## config.mk

```make
export PLATFORM = sky130hd
export DESIGN_NAME = digit_alu
export DESIGN_NICKNAME = d
export VERILOG_FILES = /design/src/rtl/digit_alu_pkg.sv /design/src/rtl/digit_alu_ctrl.sv /design/src/rtl/digit_alu_dec_adjust.sv /design/src/rtl/digit_alu_dp.sv /design/src/rtl/digit_alu.sv
export SDC_FILE = /design/constraint.sdc
export NUM_CORES = 1
export LEC_CHECK = 0
export ABC_AREA = 1
export BUFFER_PORTS_ARGS = -buffer_cell sky130_fd_sc_hd__buf_4
export CELL_PAD_IN_SITES_DETAIL_PLACEMENT = 0
export CELL_PAD_IN_SITES_GLOBAL_PLACEMENT = 1
export CORE_ASPECT_RATIO = 0.75
export CORE_MARGIN = 2
export CORE_UTILIZATION = 43
export DETAILED_ROUTE_END_ITERATION = 12
export MAX_ROUTING_LAYER = met4
export PLACE_DENSITY = 0.87
export REMOVE_ABC_BUFFERS = 1
export SLEW_MARGIN = 10
export SYNTH_ARGS = -nofsm -noshare
export SYNTH_HDL_FRONTEND = slang
export SYNTH_SLANG_ARGS = --single-unit
```

## constraint.sdc

```tcl
create_clock -name vclk -period 5.38
set_clock_uncertainty 0.05 [all_clocks]
set_input_delay 0.269 -clock vclk [all_inputs]
set_output_delay 0.269 -clock vclk [all_outputs]
set_load 0.005 [all_outputs]
```

## src/rtl/digit_alu_pkg.sv

```systemverilog
package digit_alu_pkg;

  localparam int DIGIT_W = 4;
  localparam int FUNC_W  = 3;
  localparam int RAW_W   = DIGIT_W + 1;
  localparam int DEC_MAX = 9;
  localparam int DEC_ADJ = 6;
  localparam int LANES   = 2;   // lane 0 adds, lane 1 subtracts

  typedef enum logic [FUNC_W-1:0] {
    FN_ZERO   = 3'b000,
    FN_PASS_S = 3'b001,
    FN_PASS_R = 3'b010,
    FN_XOR    = 3'b011,
    FN_ADD_HX = 3'b100,
    FN_ADD_DC = 3'b101,
    FN_SUB_HX = 3'b110,
    FN_SUB_DC = 3'b111
  } aluFunc_e;

  typedef struct packed {
    logic selS;
    logic selR;
    logic selXor;
    logic arith;
    logic subtract;
    logic decimal;
  } aluStrobes_t;

endpackage

```

## src/rtl/digit_alu_ctrl.sv

```systemverilog
module digit_alu_ctrl
  import digit_alu_pkg::*;
(
  input  logic [FUNC_W-1:0] funcSel,
  output aluStrobes_t       strobes
);

  aluFunc_e fn;

  assign fn = aluFunc_e'(funcSel);

  always_comb begin
    strobes = '0;
    case (fn)
      FN_ZERO:   strobes = '0;
      FN_PASS_S: strobes.selS = 1'b1;
      FN_PASS_R: strobes.selR = 1'b1;
      FN_XOR:    strobes.selXor = 1'b1;
      FN_ADD_HX: strobes.arith = 1'b1;
      FN_ADD_DC: begin
        strobes.arith   = 1'b1;
        strobes.decimal = 1'b1;
      end
      FN_SUB_HX: begin
        strobes.arith    = 1'b1;
        strobes.subtract = 1'b1;
      end
      FN_SUB_DC: begin
        strobes.arith    = 1'b1;
        strobes.subtract = 1'b1;
        strobes.decimal  = 1'b1;
      end
      default:   strobes = '0;
    endcase
  end

endmodule

```

## src/rtl/digit_alu_dec_adjust.sv

```systemverilog
module digit_alu_dec_adjust
  import digit_alu_pkg::*;
#(
  parameter bit IS_SUB = 1'b0
)(
  input  logic [RAW_W-1:0]   rawVal,
  output logic [DIGIT_W-1:0] adjDigit,
  output logic               adjFlag
);

  logic [RAW_W-1:0] corrected;

  generate
    if (IS_SUB) begin : g_sub
      // a borrow shows as the top bit of the raw difference
      assign adjFlag   = rawVal[RAW_W-1];
      assign corrected = rawVal - RAW_W'(DEC_ADJ);
    end else begin : g_add
      assign adjFlag   = (rawVal > RAW_W'(DEC_MAX));
      assign corrected = rawVal + RAW_W'(DEC_ADJ);
    end
  endgenerate

  assign adjDigit = adjFlag ? corrected[DIGIT_W-1:0] : rawVal[DIGIT_W-1:0];

endmodule

```

## src/rtl/digit_alu_dp.sv

```systemverilog
module digit_alu_dp
  import digit_alu_pkg::*;
(
  input  logic [DIGIT_W-1:0] opS,
  input  logic [DIGIT_W-1:0] opR,
  input  logic               carryIn,
  input  aluStrobes_t        strobes,
  output logic [DIGIT_W-1:0] result,
  output logic               carryOut
);

  logic [RAW_W-1:0]   rawLane  [LANES];
  logic [DIGIT_W-1:0] adjDigit [LANES];
  logic               adjFlag  [LANES];
  logic [RAW_W-1:0]   extS, extR, extC;

  assign extS = {1'b0, opS};
  assign extR = {1'b0, opR};
  assign extC = RAW_W'(carryIn);

  assign rawLane[0] = extS + extR + extC;
  assign rawLane[1] = extS - extR - extC;

  generate
    for (genvar ln = 0; ln < LANES; ln++) begin : g_lane
      digit_alu_dec_adjust #(.IS_SUB(ln == 1)) u_adj (
        .rawVal   (rawLane[ln]),
        .adjDigit (adjDigit[ln]),
        .adjFlag  (adjFlag[ln])
      );
    end
  endgenerate

  always_comb begin
    result   = '0;
    carryOut = 1'b0;
    if (strobes.arith) begin
      if (strobes.decimal) begin
        result   = adjDigit[strobes.subtract];
        carryOut = adjFlag[strobes.subtract];
      end else begin
        result   = rawLane[strobes.subtract][DIGIT_W-1:0];
        carryOut = rawLane[strobes.subtract][RAW_W-1];
      end
    end else if (strobes.selS) begin
      result = opS;
    end else if (strobes.selR) begin
      result = opR;
    end else if (strobes.selXor) begin
      result = opS ^ opR;
    end
  end

endmodule

```

## src/rtl/digit_alu.sv

```systemverilog
module digit_alu
  import digit_alu_pkg::*;
(
  input  logic [3:0] opS,
  input  logic [3:0] opR,
  input  logic       carryIn,
  input  logic [2:0] funcSel,
  output logic [3:0] result,
  output logic       carryOut
);

  aluStrobes_t strobes;

  digit_alu_ctrl u_ctrl (
    .funcSel (funcSel),
    .strobes (strobes)
  );

  digit_alu_dp u_dp (
    .opS      (opS),
    .opR      (opR),
    .carryIn  (carryIn),
    .strobes  (strobes),
    .result   (result),
    .carryOut (carryOut)
  );

endmodule

```

==> flow_summary.ini <==
[power]
swShare = 0.592
p_switching_uw = 75.6
p_leak_uw = 0.000597
clockPowerShare = 0
p_seq_frac = 0
power_density_mw_per_mm2 = 129
p_comb_frac = 1.000
max-vdd-ir-drop_mv = 0.0598
intPower_uw = 52.1

[routing]
routedWlPerCell_um = 11.4
ant_nets = 0
drt_first_iter_violations = 19
routed_wl_mm = 2.07
vias = 889
avgViaCountPerCell = 4.91
dr.pass1.iters = 4
drc = 0

[logic_synthesis]
synthesis.area_um2 = 837
yosys.area.top_type_share = 0.206
ys_types = 25
synthCells = 143
yosysTopAreaCell = nand2_1
syn_area_per_cell_um2 = 5.85
ys_top_cells_by_area = nand2_1, ha_1, inv_1
ys.warnings.count = 0
ys_seq_area_frac = 0

[global_routing]
globalRouteOverflowTotal = 0
grt_pass1_wl_mm = 3.44
grt_usage = 0.197
grt_max_degree = 12
grt_pass1_vias = 790
antenna_found_initial = 0

[placed_design]
gp_congestion = 0.854
dpl.hpwl_mm = 1.80
dp.cells = 181
placed_cell_area_um2 = 987
pre_cts_slack_ns = 2.42
portBuffers = 17

[worst_setup_path]
startpoint_type = input port
crit_path_end_kind = output pin
cp.arrival_ns = 2.67
crit_type = input port to output pin
crit_fanout = 5
required_ns = 5.06

[floorplan]
io_pins = 17
fp.dieW_um = 54.9
die-area_mm2 = 0.00232
core_mm2 = 0.00179
num_rows = 13
die_h_um = 42.2
start_util = 0.468

[min_path]
hold_path.class = input port to output pin

[timing]
relSlewSlack = 0.735
finalSetupTns_ns = 0
finalMaxSlewViolations = 0
rsz0062_at_grt = no
fmax_mhz = 334
layout_worst_path_cycle_share = 0.556
worst_slack_ns = 2.39
final_hold_viol_count = 0
setup_viol = 0
worst_pin_slew_ns = 0.395
min_period_ns = 2.99
holdWs_ns = 0.808

[finish]
seq_cells = 0
final_common_cell = nand2_1
clock_buffers = 0
final_area_um2 = 987
layout.cells.non_filler = 181
seq_area_um2 = 0
drive_above_1_share = 0.176
nFillCells = 190
area_growth_syn_to_layout_pct = 17.9
layout_common_cells = nand2_1, inv_1, buf_4
fin_nets = 189
num_antenna_cells = 0

[run_status]
run_status = finished, final reports clean

[clock_network]
holdBufCountCts = 0
post_cts_buffers = 0
cts_resized = 0

[run]
maxCapViolCount = 0
worst max-delay path, stage by stage:
cell     delay [ns]
buf_4          0.13
fa_1           0.46
fa_1           0.45
inv_1          0.09
nand2_1        0.08
nand2_4        0.09
ha_1           0.17
inv_1          0.05
nor2_1         0.16
a21oi_4        0.04
nand2_2        0.09
nand2_4        0.07
nand2_1        0.06
o21ai_1        0.06
o21ai_0        0.16
nand2_1        0.08
buf_4          0.14
power groups by stage:
stage	clock, uW	combinational [uW]	sequential (uW)
global route	0	144	0
floorplan	0	88.2	0
CTS	0	127	0
global placement	0	126	0
finish	0	128	0
detailed placement	0	127	0
area by class of cell:
cell class / count / area (um2) / area share
multi-input cells: 112 / 719 / 0.729
repair buffers: 17 / 128 / 0.129
well taps: 22 / 27.5 / 0.0279
inverters: 30 / 113 / 0.114
final timing paths:
check | from | to | slack, ns | cells past startpoint
min | opS[2] | result[2] | 0.81 | 4
max | opS[0] | result[2] | 2.39 | 17
logic make-up after synthesis:
family          Yosys count  share of synthesized area
fa+ha+maj                16                      0.275
simple gates             76                      0.404
compound gates           19                      0.170
xor+xnor                  1                     0.0105
buf+inv                  31                      0.140
stage by stage:
step / power (uW) / util
after detailed placement: 127 / 0.552
after global placement: 126 / 0.552
final: 128 / 0.552
after CTS: 127 / 0.552
after global routing: 144 / 0.552
after floorplan: 88.2 / -
metal layers:
metal / up-vias / GRT usage / wire (um) / share of wire
met4: 0 / 0 / 0 / 0
met2: 16 / 0.307 / 882 / 0.43
met5: - / - / 0 / 0
met1: 387 / 0.303 / 1130 / 0.54
met3: 0 / 0 / 62 / 0.030
li1: 486 / - / - / -
cell usage after synthesis (all sizes together):
library cell,n
a211oi,1
a21oi,8
a221oi,1
buf,1
fa,4
ha,12
inv,30
nand2,52
nand3,10
nand3b,1
nand4,2
nor2,10
nor3,1
o2111ai,1
o211ai,1
o21ai,4
o21bai,1
o22ai,2
xnor2,1
No activity file was read; power rests on OpenSTA's default activity.
